==> config.mk <==
export PLATFORM = sky130hd
export DESIGN_NAME = usart_rate_gen
export DESIGN_NICKNAME = d
export VERILOG_FILES = /design/src/rtl/usart_rate_gen.sv
export SDC_FILE = /design/constraint.sdc
export NUM_CORES = 1
export LEC_CHECK = 0
export BUFFER_PORTS_ARGS = -buffer_cell sky130_fd_sc_hd__buf_2
export CAP_MARGIN = 0
export CORE_ASPECT_RATIO = 1.1
export CORE_UTILIZATION = 42
export CTS_CLUSTER_DIAMETER = 50
export CTS_CLUSTER_SIZE = 28
export DETAILED_ROUTE_END_ITERATION = 7
export GPL_TIMING_DRIVEN = 0
export PLACE_DENSITY = 0.73
export SKIP_CTS_REPAIR_TIMING = 1
export SLEW_MARGIN = 20
export SYNTH_ARGS = -nofsm -noshare
export SYNTH_HDL_FRONTEND = slang
export SYNTH_SLANG_ARGS = --single-unit
export TNS_END_PERCENT = 5
==> constraint.sdc <==
create_clock -name clk -period 2.3 [get_ports clk]
set_input_delay 0.345 -clock clk [delete_from_list [all_inputs] [get_ports clk]]
set_output_delay 0.345 -clock clk [all_outputs]
set_load 0.02 [all_outputs]
==> src/rtl/usart_rate_gen.sv <==
module usart_rate_gen #(
  parameter int DIV_W       = 12,
  parameter int OVS_NORM    = 16,
  parameter int SYNC_STAGES = 2
) (
  input  logic             clk,
  input  logic             rst_n,
  input  logic [DIV_W-1:0] div_set,
  input  logic             div_wr,
  input  logic             dbl_speed,
  input  logic [1:0]       mode,
  input  logic             xck_in,
  output logic             xck_out,
  output logic             xck_oe,
  output logic             tx_bit_en,
  output logic             rx_samp_en
);
  localparam int PH_W = $clog2(OVS_NORM);
  localparam logic [PH_W-1:0] LAST_NORM = PH_W'(OVS_NORM - 1);
  localparam logic [PH_W-1:0] LAST_DBL  = PH_W'(OVS_NORM / 2 - 1);

  logic [DIV_W-1:0]       cnt_q;
  logic                   tick_q;
  logic [PH_W-1:0]        phase_q;
  logic                   xck_q;
  logic [SYNC_STAGES-1:0] sync_q;
  logic                   prev_q;

  wire mode_async  = (mode == 2'b00);
  wire mode_master = (mode == 2'b01);
  wire mode_slave  = mode[1];
  wire dbl_eff     = dbl_speed & mode_async;
  wire [PH_W-1:0] ph_last = dbl_eff ? LAST_DBL : LAST_NORM;

  always_ff @(posedge clk or negedge rst_n) begin
    if (!rst_n) begin
      cnt_q  <= '0;
      tick_q <= 1'b0;
    end else if (div_wr) begin
      cnt_q  <= div_set;
      tick_q <= 1'b0;
    end else if (cnt_q == '0) begin
      cnt_q  <= div_set;
      tick_q <= 1'b1;
    end else begin
      cnt_q  <= cnt_q - 1'b1;
      tick_q <= 1'b0;
    end
  end

  always_ff @(posedge clk or negedge rst_n) begin
    if (!rst_n)
      phase_q <= '0;
    else if (div_wr || !mode_async)
      phase_q <= '0;
    else if (tick_q)
      phase_q <= (phase_q >= ph_last) ? '0 : PH_W'(phase_q + 1'b1);
  end

  always_ff @(posedge clk or negedge rst_n) begin
    if (!rst_n)
      xck_q <= 1'b0;
    else if (div_wr || !mode_master)
      xck_q <= 1'b0;
    else if (tick_q)
      xck_q <= ~xck_q;
  end

  always_ff @(posedge clk or negedge rst_n) begin
    if (!rst_n) begin
      sync_q <= '0;
      prev_q <= 1'b0;
    end else begin
      sync_q <= {sync_q[SYNC_STAGES-2:0], xck_in};
      prev_q <= sync_q[SYNC_STAGES-1];
    end
  end

  wire ext_rise  = sync_q[SYNC_STAGES-1] & ~prev_q;
  wire ext_fall  = ~sync_q[SYNC_STAGES-1] & prev_q;
  wire async_tx  = tick_q & (phase_q >= ph_last);

  assign rx_samp_en = mode_slave ? ext_rise : mode_master ? (tick_q & ~xck_q) : tick_q;
  assign tx_bit_en  = mode_slave ? ext_fall : mode_master ? (tick_q & xck_q)  : async_tx;
  assign xck_out    = xck_q;
  assign xck_oe     = mode_master;
endmodule

Yosys cells after proc, flatten, opt, wreduce, memory -nomap -nowiden
Index checks and enable logic that the tools add are counted.
{"block": "word_totals", "register_bits": 21, "latch_bits": 0, "mem_bits_rw": 0, "romBits": 0, "input_bits": 19, "wordCells": 41, "n_memories": 0}
{"block": "classes", "addsub": 2, "n_mul": 0, "div": 0, "magnitude_cmp": 1, "eq_ne": 1, "n_shift": 0, "muxes": 14, "bitwise_logic": 9, "n_reduce_logical": 8}
{"op": "12-bit two-way mux", "count": 2}
{"op": "4-bit two-way mux", "count": 4}
{"op": "12-bit logical NOT", "count": 1}
{"op": "12-bit by 1-bit subtractor with 12-bit output, second input constant", "count": 1}
{"op": "1-bit two-way mux", "count": 8}
{"op": "1-bit bitwise AND", "count": 6}
{"op": "4-bit by 1-bit adder with 4-bit output, second input constant", "count": 1}
{"op": "4-bit greater-or-equal comparator", "count": 1}
{"op": "2-bit nonzero test", "count": 2}
{"op": "1-bit inverter", "count": 3}
{"op": "2-bit by 1-bit == test with 1-bit output, second input constant", "count": 1}
{"op": "1-bit logical NOT", "count": 2}
{"op": "2-bit logical NOT", "count": 1}
{"op": "1-bit logical OR", "count": 2}

Logic depth before layout (Yosys ltp)
Gate-level depths: netlist of the first run.
{"block": "logic_depth", "ltp_word": 7, "ltp_mapped": 7}

Least setup slack after synthesis of the first run
Ideal clock, no wire load.
{"block": "synth_path", "path_kind": "reg2reg", "startpoint": "register cnt_q[0]", "endpoint": "register cnt_q[0]", "setup_ns": 0.125, "t_arrival_ns": 1.804, "t_required_ns": 2.175, "slack_ns": 0.371, "stages_incl_launch_ff": 7, "path_buffers": 1, "synth_period_minus_slack_ns": 1.929, "cell_sequence": "dfrtp_1 inv_1 ha_1 or4b_1 o41a_1 buf_6 mux2_4"}
{"block": "synth_between", "elab_chain_len": 3, "word_cells_on_any_way": 4, "classes_between": "add/sub (1); mux (2); reduce/logical (1)"}
{"element": "from (decl)", "line": "22", "text": "logic [DIV_W-1:0] cnt_q;"}
{"element": "from (signal assigned)", "line": "40", "text": "cnt_q <= div_set;"}
{"element": "from (signal assigned)", "line": "43", "text": "cnt_q <= div_set;"}
{"element": "from (signal assigned)", "line": "46", "text": "cnt_q <= cnt_q - 1'b1;"}
{"element": "12-bit by 1-bit subtractor with 12-bit output or 12-bit logical NOT (tied branches)", "line": "46, 42"}
{"element": "12-bit two-way mux (*)", "line": "42", "text": "end else if (cnt_q == '0) begin"}
{"element": "12-bit two-way mux (*)", "line": "39", "text": "end else if (div_wr) begin"}
Mark *: on every way between the ends. The rest lies on a longest branch, timed or not.
A chain may end at the register's enable or synchronous reset.

Worst setup path in the final report of the first run
{"block": "layout_path", "startpoint": "register phase_q[3]", "endpoint": "output port tx_bit_en"}
{"block": "layout_between", "elab_chain_len": 4}
{"element": "from (decl)", "line": "24", "text": "logic [PH_W-1:0] phase_q;"}
{"element": "from (signal assigned)", "line": "57", "text": "phase_q <= (phase_q >= ph_last) ? '0 : PH_W'(phase_q + 1'b1);"}
{"element": "4-bit greater-or-equal comparator", "line": "81", "text": "wire async_tx = tick_q & (phase_q >= ph_last);"}
{"element": "1-bit bitwise AND", "line": "81"}
{"element": "1-bit two-way mux (2 in series)", "line": "84", "text": "assign tx_bit_en = mode_slave ? ext_fall : mode_master ? (tick_q & xck_q) : async_tx;"}
{"element": "to (decl)", "line": "15", "text": "output logic tx_bit_en,"}
Every way passes these cells.

==> results of run 1 <==
[worst paths after layout]
check,start,end
min in group clk,xck_in,sync_q[0]
worst min-delay path,rst_n,prev_q
worst min register to register,sync_q[0],sync_q[1]
max in group asynchronous,rst_n,cnt_q[2]
worst max-delay path,phase_q[3],tx_bit_en
worst max register to register,cnt_q[0],cnt_q[0]
[placed cells by master (no fill, tap or decap), drive strengths merged, types with 4 or more instances in the layout]
| master | instances |
|---|---|
| nor2 | 16 |
| xnor2 | 7 |
| a21oi | 13 |
| buf | 24 |
| inv | 5 |
| dfrtp | 21 |
| clkbuf | 6 |
| or3 | 4 |
| nand2 | 6 |
| ha | 4 |
[final cells by class]
class / instances / area [sq um]
buffer: 4 / 23.77
clock buffer: 4 / 26.28
fill: 251 / 1216
inverter: 5 / 18.77
multi-input combinational: 84 / 536.8
sequential: 21 / 525.5
tap: 31 / 38.79
timing repair buffer: 22 / 110.1
[registers in the layout, summed over array words and instances (netlist names)]
name / flops
cnt_q: 12
phase_q: 4
prev_q: 1
sync_q: 2
tick_q: 1
xck_out: 1
[per-stage QoR]
step / std cells / utilization (%) / area [sq um] / worst slack, ns
6_report: 171 / 51.28 / 1280 / 0.1806
5_1_grt: 171 / 51.28 / 1280 / 0.03845
4_1_cts: 171 / 51.28 / 1280 / 0.1561
3_5_place_dp: 167 / 50.23 / 1254 / 0.2087
3_3_place_gp: 167 / 50.23 / 1254 / 0.2871
2_1_floorplan: 114 / - / 1105 / 0.3705
[cells by family after synthesis]
family | after synthesis
buffers and inverters | 9
adder cells (fa/ha/maj) | 4
flip-flops | 21
XOR/XNOR | 9
AND/OR/NAND/NOR | 44
multiplexers | 3
AO/OA/AOI/OAI | 24
[power groups by stage]
stage,clock network (W),registers (W),logic (W)
floorplan,0,0.000423,0.0000750
global placement,0,0.000427,0.000110
detailed placement,0,0.000429,0.000115
CTS,0.000181,0.000422,0.000115
global route,0.000196,0.000426,0.000127
finish,0.000169,0.000422,0.000113
[per-layer routing]
layer | GRT usage (%) | wire, microns | share of wire (%)
met1 | 17.14 | 897 | 45
met2 | 30.26 | 1011 | 51
met4 | 4.762 | 24 | 1.2
met3 | 2.459 | 66 | 3.3
met5 | 0 | 0 | 0
==> summary.md, run 1 <==
| Metric | Value |
|---|---|
| CTS Buf Count | 3 |
| Layout cells sized above 1 | 21.43% |
| Largest net degree at the start of global routing | 22 |
| Static Leakage | 0.5545 nW |
| Number of top-level pins | 23 |
| Total negative setup slack | 0 ns |
| Sequential fraction of the synthesis area | 47.57% |
| Worst R2R Setup Slack | 0.26 ns |
| Final setup viols | 0 |
| Hold WC Path Type | in -> async |
| Worst R2R Path Depth | 6 |
| Placer Congestion | 0.8036 |
| Area contributors post-synth | dfrtp_1 48%, a21oi_1 5.9%, xnor2_1 5.5%, nor2_1 5.4%, ha_1 4.5% |
| First-pass iteration count of the detailed router | 4 |
| CP top delay family | compound AO/OA/AOI/OAI gates |
| Mux contribution to synthesized area | 3.284% |
| Vias in the first global route | 864 |
| Post-Synth XOR/XNOR Area | 7.135% |
| Clock power share | 24.0% |
| Pwr Density | 549.3 nW/um^2 |
| Final nets | 164 |
| Peak supply drop | 387.7 uV |
| Simple-Gate Fraction of Synth Area | 20.72% |
| Clk Latency, worst-skew pair | 0.29 ns |
| Hpwl dp | 1.531 mm |
| H-tree depth | 1 |
| RSZ-0062 raised after global routing | no |
| Internal power | 0.0005191 W |
| Cell with the most instances after synthesis | dfrtp_1 |
| Highest net fanout along the worst path | 4 |
| Cell Area, Synth | 1105 sq um |
| Final hold vios | 21 |
| Max Slew Vio Count | 0 |
| Period utilization | 92.15% |
| Initial antenna violation count | 0 |
| GRT Residual Overflow | 0 |
| Area share of fa/ha/maj cells after synthesis | 4.530% |
| Slew HR | 68.80% |
| Number of flops mapped to enable cells by yosys | 0 |
| Via/cell ratio | 5.292 |
| DRC Markers | 0 |
| Post-synth ARST share | 100.0% |
| PnR Total Power | 0.0007031 W |
| CP Data Arrival Time | 1.77 ns |
| Synth Warn # | 0 |
| Shortest period the worst path allows | 2.119 ns |
| Switching power | 0.0001839 W |
| Row cnt | 19 |
| Area Growth Syn to Fin | 15.86% |
| Compound-Gate Fraction of Synth Area | 12.91% |
| DR vias | 905 |
| Critical-path top delay cell | dfrtp_1 |
| Yosys top cell by area | dfrtp_1 |
| Setup CP Type | reg -> out |
| Max incr delay on CP | 0.41 ns |
| Die area | 2840 sq um |
| CTS tree | built |
| Port Buffers | 22 |
| ANT cells | 0 |
| Worst Max-Slew Pin Slew | 0.4681 ns |
| CP startpoint kind | register |
| CP bufs+invs | 1 |
| Top-area cell type share of the netlist area | 47.57% |
| Fmax | 471.8 MHz |
| CTS root buf | clkbuf_4 |
| Drt wl/cell | 11.70 microns |
| Cell mode on critical path | o21ai_0 |
| Initial DRC count | 28 |
| Cell depth of the worst setup path | 6 |
| Max_cap viols | 0 |
| Syn Inst Count | 114 |
| Distinct cells, synth | 34 |
| GRT Overall Usage | 15.82% |
| Number of synthesized register bits | 21 |
| Detailed Route WL | 2.000 mm |
| Core ar. | 2496 sq um |
| Clk_skew | 0.006225 ns |
| Switching share of power | 26.16% |
| Syn_nets | 137 |
| Post-synth top cells | 21 x dfrtp_1, 16 x nor2_1, 13 x a21oi_1 |
| Reg power frac | 60.0% |
| Antenna viol nets, final | 0 |
| Outcome | finished, violations left |
| Failing checks | hold timing |
| Clock buffer depth | 2 |
| Gate power share | 16.0% |
| Largest family of logic cells by synthesized area | simple AND/OR/NAND/NOR gates |
| Top FF cell, synth | dfrtp_1 |
| First-pass GRT wire length | 3.408 mm |
| Die W | 50.90 microns |
| Min Hold Slack | -0.01023 ns |
| Die height | 55.79 microns |
| Initial core utilization | 44.26% |
| Clock slew at reported path FFs | 0.11 ns |
| Critical path, cell by cell | ha_1 > a31oi_1 > o21ai_0 > nand2_1 > o21ai_0 > buf_2 |
| Synth Area per Inst | 9.691 sq um |
| Crit. End Element | output pin |
| Worst Path Required | 1.96 ns |
| Sinks on the clock net | 21 |
Note: power is estimated with default switching activity, not from simulation.
==> inputs of run 2 (changes only) <==
--- a/config.mk
+++ b/config.mk
@@ -7,13 +7,15 @@
 export LEC_CHECK = 0
 export BUFFER_PORTS_ARGS = -buffer_cell sky130_fd_sc_hd__buf_2
 export CAP_MARGIN = 0
+export CELL_PAD_IN_SITES_DETAIL_PLACEMENT = 0
+export CELL_PAD_IN_SITES_GLOBAL_PLACEMENT = 1
 export CORE_ASPECT_RATIO = 1.1
-export CORE_UTILIZATION = 42
+export CORE_UTILIZATION = 40
 export CTS_CLUSTER_DIAMETER = 50
 export CTS_CLUSTER_SIZE = 28
 export DETAILED_ROUTE_END_ITERATION = 7
 export GPL_TIMING_DRIVEN = 0
-export PLACE_DENSITY = 0.73
+export PLACE_DENSITY = 0.86
 export SKIP_CTS_REPAIR_TIMING = 1
 export SLEW_MARGIN = 20
 export SYNTH_ARGS = -nofsm -noshare
==> run 2 against run 1 <==
Compared with the run above:
- the flow now finishes without violations
- sequential power barely moved
- first-iteration DRC count fell by 43%
- clock power rose by 5%
- sequential share of layout area fell by 0.36 points
- combinational power barely moved
- die area rose by 4.8%
- global-route usage rose by 0.84 points
- critical path type unchanged
==> summary.md, run 2 (same netlist as run 1, synthesis figures left out) <==
| Metric | Value |
|---|---|
| Detailed Route WL | 2.083 mm (+4.2%) |
| Final hold vios | 0 (-100%) |
| Final setup viols | 0 (unchanged) |
| Worst Path Required | 1.96 ns (about the same) |
| CTS Buf Count | 3 (unchanged) |
| Vias in the first global route | 848 (-1.9%) |
| Worst Max-Slew Pin Slew | 0.4574 ns (-0.01072 ns) |
| R2r startpoint | cnt_q[0] |
| Fmax | 477.3 MHz (+1.1%) |
| Top flop regs | cnt_q: 12 flops, phase_q: 4 flops, sync_q: 2 flops |
| Max_cap viols | 0 (unchanged) |
| Largest net degree at the start of global routing | 22 (unchanged) |
| First-pass iteration count of the detailed router | 4 (unchanged) |
| Initial core utilization | 43.03% (-1.2 points) |
| Area Growth Syn to Fin | 16.87% |
| Crit. End Element | output pin |
| Final nets | 165 (+0.61%) |
| Core ar. | 2567 sq um (+2.9%) |
| GRT Overall Usage | 16.66% (+0.84 points) |
| First-pass GRT wire length | 3.519 mm (+3.3%) |
| Biggest register | cnt_q |
| Clock slew at reported path FFs | 0.12 ns (about the same) |
| FF+latch area | 525.5 sq um (unchanged) |
| Hold Path Origin | xck_in |
| Slew HR | 69.51% (+0.71 points) |
| Placer Congestion | 0.7370 (-8.3%) |
| Clk_skew | 0.002666 ns (-0.003559 ns) |
| Initial antenna violation count | 0 (unchanged) |
| PnR Total Power | 0.0007154 W (+1.8%) |
| Max Slew Vio Count | 0 (unchanged) |
| CTS root buf | clkbuf_4 |
| Die area | 2977 sq um (+4.8%) |
| CTS tree | built |
| GRT Residual Overflow | 0 (unchanged) |
| Commonest non-fill, non-tap cell in the layout | buf_2 |
| Die W | 52.11 microns (+2.4%) |
| ANT cells | 0 (unchanged) |
| Clock buffer depth | 2 (unchanged) |
| Outcome | complete, no violations |
| DR vias | 897 (-0.88%) |
| Static Leakage | 0.5614 nW (+1.2%) |
| Highest net fanout along the worst path | 4 (unchanged) |
| CP startpoint kind | register |
| Port Buffers | 22 (unchanged) |
| Setup crit start | phase_q[3] |
| Layout cells sized above 1 | 21.99% (+0.56 points) |
| Drt wl/cell | 12.11 microns (+3.5%) |
| Sinks on the clock net | 21 (unchanged) |
| RSZ-0062 raised after global routing | no |
| Multi-input gate area | 536.8 sq um (unchanged) |
| Via/cell ratio | 5.215 (-1.5%) |
| Hpwl dp | 1.532 mm (about the same) |
| Setup CP Type | reg -> out |
| Row cnt | 19 (unchanged) |
| DRC Markers | 0 (unchanged) |
| Clk Latency, worst-skew pair | 0.30 ns (about the same) |
| Hold WC Path Type | in -> reg |
| Antenna viol nets, final | 0 (unchanged) |
| Total negative setup slack | 0 ns (unchanged) |
| Fillers | 250 (-0.40%) |
| Commonest cells after routing, fill and taps aside | 23 x buf_2, 21 x dfrtp_1, 16 x nor2_1, 13 x a21oi_1, 7 x xnor2_1 |
| Shortest period the worst path allows | 2.095 ns (-0.02409 ns) |
| Number of top-level pins | 23 (unchanged) |
| CP Data Arrival Time | 1.75 ns (-0.02 ns) |
| Peak supply drop | 296.9 uV (-23%) |
| Pwr Density | 554.0 nW/um^2 (+0.86%) |
| Die height | 57.12 microns (+2.4%) |
| Max FFs per register | 12 (unchanged) |
| Initial DRC count | 16 (-43%) |
| H-tree depth | 1 (unchanged) |
| Period utilization | 91.10% (-1.0 points) |
## run 2: changes by cell type in the layout (fill, tap and decap cells not counted), sizes merged
cell | before | now
clkbuf | 6 | 5
clkinv | 0 | 1
dlygate4sd3 | 0 | 1
## run 2: worst paths after layout
| kind | to | slack [ns] | cells past startpoint |
|---|---|---|---|
| max in group asynchronous | cnt_q[9] | 1.48 | 2 |
| setup reg to reg | cnt_q[9] | 0.21 | 7 |
| setup / recovery | tx_bit_en | 0.20 | 6 |
| hold reg to reg | sync_q[1] | 0.36 | 0 |
| min in group asynchronous | phase_q[1] | 0.50 | 2 |
| hold / removal | sync_q[0] | 0.14 | 1 |
## run 2: per-stage QoR
step / cell area, sq um / util (%) / cells / hold WS [ns] / setup WS, ns
floorplan: 1105 / - / 114 / 0.04941 / 0.3705
global placement: 1254 / 48.83 / 167 / 0.3189 / 0.2664
detailed placement: 1254 / 48.83 / 167 / 0.3288 / 0.2285
CTS: 1281 / 49.90 / 171 / -0.01568 / 0.1751
global route: 1291 / 50.29 / 172 / 0.1114 / 0.05756
finish: 1291 / 50.29 / 172 / 0.1356 / 0.2047
## run 2: critical path, stage by stage (launching register included)
cell     delay [ns]
dfrtp_1        0.41
ha_1           0.29
a31oi_1        0.30
o21ai_0        0.13
nand2_1        0.08
o21ai_0        0.07
buf_2          0.16
## run 2: layer usage
metal  global-route usage, %  part of all wire [%]
met1                   18.12                    40
met2                   28.94                    52
met3                   3.200                   4.6
met5                       0                     0
met4                   10.42                   2.7
## run 2: report_power, final
group,internal (W),total (W),switching (W)
clock,0.0000649,0.000177,0.000112
sequential,0.000396,0.000423,0.0000265
combinational,0.0000569,0.000115,0.0000583
## run 2: area by class of cell
cell class | count | area share, %
Buffer | 4 | 1.841
Clock buffer | 3 | 1.744
Clock inverter | 1 | 0.3876
Inverter | 5 | 1.453
Multi-Input combinational cell | 84 | 41.57
Sequential cell | 21 | 40.70
Tap cell | 31 | 3.004
Timing Repair Buffer | 23 | 9.302
==> inputs of run 3 (changes only) <==
--- a/config.mk
+++ b/config.mk
@@ -5,17 +5,18 @@
 export SDC_FILE = /design/constraint.sdc
 export NUM_CORES = 1
 export LEC_CHECK = 0
+export ABC_AREA = 1
 export BUFFER_PORTS_ARGS = -buffer_cell sky130_fd_sc_hd__buf_2
 export CAP_MARGIN = 0
 export CELL_PAD_IN_SITES_DETAIL_PLACEMENT = 0
 export CELL_PAD_IN_SITES_GLOBAL_PLACEMENT = 1
 export CORE_ASPECT_RATIO = 1.1
-export CORE_UTILIZATION = 40
+export CORE_UTILIZATION = 39
 export CTS_CLUSTER_DIAMETER = 50
 export CTS_CLUSTER_SIZE = 28
 export DETAILED_ROUTE_END_ITERATION = 7
 export GPL_TIMING_DRIVEN = 0
-export PLACE_DENSITY = 0.86
+export PLACE_DENSITY = 0.87
 export SKIP_CTS_REPAIR_TIMING = 1
 export SLEW_MARGIN = 20
 export SYNTH_ARGS = -nofsm -noshare
==> run 3 against run 2 <==
Compared with the run above:
- die area increased by 8.9%
- synthesized cell count up 32%
- the run now ends with hold timing left
- sequential power about the same
- register-to-register slack improved by 0.67 ns
- non-clock buffer count decreased by 4
- routed wire length increased by 12%
- area after synthesis is 6.6% higher
- highest routed layer unchanged
- final cell count up 22%
- combinational power rose by 12%
- setup slack better by 0.098 ns
- sequential share of layout area is 2.0 points lower
- critical endpoint unchanged
- cell area increased by 5.0%
- critical path type unchanged
==> summary.md, run 3 <==
| Metric | Value |
|---|---|
| Outcome | finished, violations left |
| Failing checks | hold timing |
| Routed metal-1 wirelength | 1.027 mm (+22%) |
| Max_cap viols | 0 (unchanged) |
| CP Data Arrival Time | 1.65 ns (-0.10 ns) |
| Initial core utilization | 41.64% (-1.4 points) |
| Setup CP Type | reg -> out |
| Detailed Route WL | 2.326 mm (+12%) |
| Initial antenna violation count | 0 (unchanged) |
| Drt wl/cell | 11.08 microns (-8.5%) |
| Total negative setup slack | 0 ns (unchanged) |
| Setup WS pre-CTS | 0.4737 ns (+0.2452 ns) |
| CP top delay family | compound AO/OA/AOI/OAI gates |
| ANT cells | 0 (unchanged) |
| Max FFs per register | 12 (unchanged) |
| Util after Layout | 47.96% (-2.3 points) |
| Period utilization | 86.83% (-4.3 points) |
| Placer Congestion | 0.8715 (+18%) |
| GRT Residual Overflow | 0 (unchanged) |
| Crit. End Element | output pin |
| Final hold vios | 21 (+21) |
| Initial DRC count | 25 (+9) |
| Top sig layer | met4 |
| Layout cells sized above 1 | 18.64% (-3.3 points) |
| Cell Area, Synth | 1177 sq um (+6.6%) |
| Max Slew Vio Count | 0 (unchanged) |
| Max incr delay on CP | 0.42 ns (about the same) |
| Number of top-level pins | 23 (unchanged) |
| Hold WC Path Type | in -> async |
| Distinct cells, synth | 22 (-35%) |
| Commonest cells after routing, fill and taps aside | 27 x nand2_1, 25 x nor2_1, 23 x inv_1, 22 x buf_2, 21 x dfrtp_1 |
| Row cnt | 20 (+1) |
| Post-synth ARST share | 100.0% (unchanged) |
| DR WL met2 | 1.184 mm (+8.9%) |
| CP startpoint kind | register |
| Number of synthesized register bits | 21 (unchanged) |
| Largest net degree at the start of global routing | 22 (unchanged) |
| Post-synth top cells | 27 x nand2_1, 25 x nor2_1, 23 x inv_1 |
| Synth Area per Inst | 7.797 sq um (-20%) |
| CTS root buf | clkbuf_4 |
| Cell with the most instances after synthesis | nand2_1 |
| Critical-path top delay cell | dfrtp_1 |
| DR WL met3 | 76 microns (-21%) |
| Number of flops mapped to enable cells by yosys | 0 (unchanged) |
| First-pass GRT wire length | 4.098 mm (+16%) |
| Yosys top cell by area | dfrtp_1 |
| Clk_skew | 0.006419 ns (+0.003753 ns) |
| Clock buffer depth | 2 (unchanged) |
| Shortest period the worst path allows | 1.997 ns (-0.09826 ns) |
| Commonest non-fill, non-tap cell in the layout | nand2_1 |
| CTS tree | built |
| Min Hold Slack | -0.02215 ns (-0.1578 ns) |
| Slew HR | 67.71% (-1.8 points) |
| Sinks on the clock net | 21 (unchanged) |
| Top flop regs | cnt_q: 12 flops, phase_q: 4 flops, sync_q: 2 flops |
| Via/cell ratio | 4.857 (-6.9%) |
| Port Buffers | 22 (unchanged) |
| First-pass iteration count of the detailed router | 4 (unchanged) |
| Final setup viols | 0 (unchanged) |
| Top FF cell, synth | dfrtp_1 |
| Core ar. | 2828 sq um (+10%) |
| Worst Max-Slew Pin Slew | 0.4844 ns (+0.02706 ns) |
| Die height | 59.63 microns (+4.4%) |
| Top-area cell type share of the netlist area | 44.63% (-2.9 points) |
| Die area | 3243 sq um (+8.9%) |
| RSZ-0062 raised after global routing | no |
| Die W | 54.39 microns (+4.4%) |
| DR vias | 1,020 (+14%) |
| Final nets | 201 (+22%) |
| Synth Warn # | 0 (unchanged) |
| Syn Inst Count | 151 (+32%) |
| Fmax | 500.7 MHz (+4.9%) |
| CTS Buf Count | 3 (unchanged) |
| Sequential fraction of the synthesis area | 44.63% (-2.9 points) |
| Vias in the first global route | 1,038 (+22%) |
| DRC Markers | 0 (unchanged) |
| Critical path, cell by cell | ha_1 > inv_1 > o21bai_1 > a21oi_1 > o21ai_0 > buf_2 |
| Biggest register | cnt_q |
| CP bufs+invs | 2 (+1) |
| Fillers | 294 (+18%) |
| Setup ws final | 0.3030 ns (+0.09826 ns) |
| Hpwl dp | 1.787 mm (+17%) |
| Area Growth Syn to Fin | 15.20% |
| Area contributors post-synth | dfrtp_1 45%, nand2_1 8.6%, nor2_1 8.0%, inv_1 7.3%, a21oi_1 4.7% |
| Highest net fanout along the worst path | 2 (-2) |
| Static Leakage | 0.6975 nW (+24%) |
| Clock slew at reported path FFs | 0.12 ns (about the same) |
| Clk Latency, worst-skew pair | 0.30 ns (about the same) |
| H-tree depth | 1 (unchanged) |
| Antenna viol nets, final | 0 (unchanged) |
| GRT Overall Usage | 17.78% (+1.1 points) |
| Worst Path Required | 1.96 ns (about the same) |
| Syn_nets | 174 (+27%) |
| Peak supply drop | 325.6 uV (+9.7%) |
| Pwr Density | 536.2 nW/um^2 (-3.2%) |
[run 3: cell types whose count changed in the layout (fill, tap and decap cells not counted), moves of 3 or more]
cell     before  now
nand2_1       6   27
o21ai_0       3    7
xor2_1        2    6
xnor2_1       7    3
nand3_1       2   10
nor2_1       16   25
inv_1         5   23
nor2_2        0    3
or3_1         4    0
[run 3: area by class of cell]
cell class | count | area [sq um] | share of cell area (%)
multi-input combinational | 105 | 546.8 | 40.31
inverter | 24 | 90.09 | 6.642
clock buffer | 3 | 22.52 | 1.661
sequential | 21 | 525.5 | 38.75
tap | 33 | 41.29 | 3.044
clock inverter | 1 | 5.005 | 0.3690
buffer | 1 | 15.01 | 1.107
timing repair buffer | 22 | 110.1 | 8.118
[run 3: kinds of logic after synthesis]
group,count (synthesis),synth area share (%)
xor+xnor,9,6.695
flops,21,44.63
compound gates,21,9.457
fa+ha+maj,4,4.251
buf+inv,25,8.926
simple gates,71,26.04
[run 3: per-layer routing]
layer | vias up | global-route usage, %
li1 | 520 | -
met1 | 475 | 20.61
met2 | 21 | 30.66
met3 | 4 | 2.308
met4 | 0 | 9.890
met5 | - | 0
[run 3: report_power, final]
part / switching [W] / total [W] / internal (W)
Clock: 0.000113 / 0.000178 / 0.0000648
Combinational: 0.0000759 / 0.000129 / 0.0000536
Sequential: 0.0000244 / 0.000420 / 0.000396
[run 3: final timing paths]
path	from	end	slack, ns	cells after the start
setup / recovery	phase_q[3]	tx_bit_en	0.30	6
setup reg to reg	cnt_q[0]	cnt_q[4]	0.88	9
hold reg to reg	sync_q[0]	sync_q[1]	0.36	0
hold / removal	rst_n	phase_q[2]	-0.02	1
min in group clk	xck_in	sync_q[0]	0.14	1
max in group asynchronous	rst_n	cnt_q[1]	1.99	1
[run 3: metrics by stage]
step           cells   power, W  cell area, sq um
3_3_place_gp     206  0.0005537              1329
2_1_floorplan    151  0.0005102              1177
3_5_place_dp     206  0.0005579              1329
5_1_grt          210  0.0007771              1356
4_1_cts          210  0.0007451              1356
6_report         210  0.0007272              1356
[run 3: worst register-to-register path, stage by stage (launching register included)]
cell	delay, ns
dfrtp_1	0.37
inv_1	0.08
ha_1	0.20
nand2_1	0.07
nor2_2	0.04
nand2_2	0.13
nand2_4	0.10
buf_8	0.15
o21ai_1	0.13
inv_1	0.06
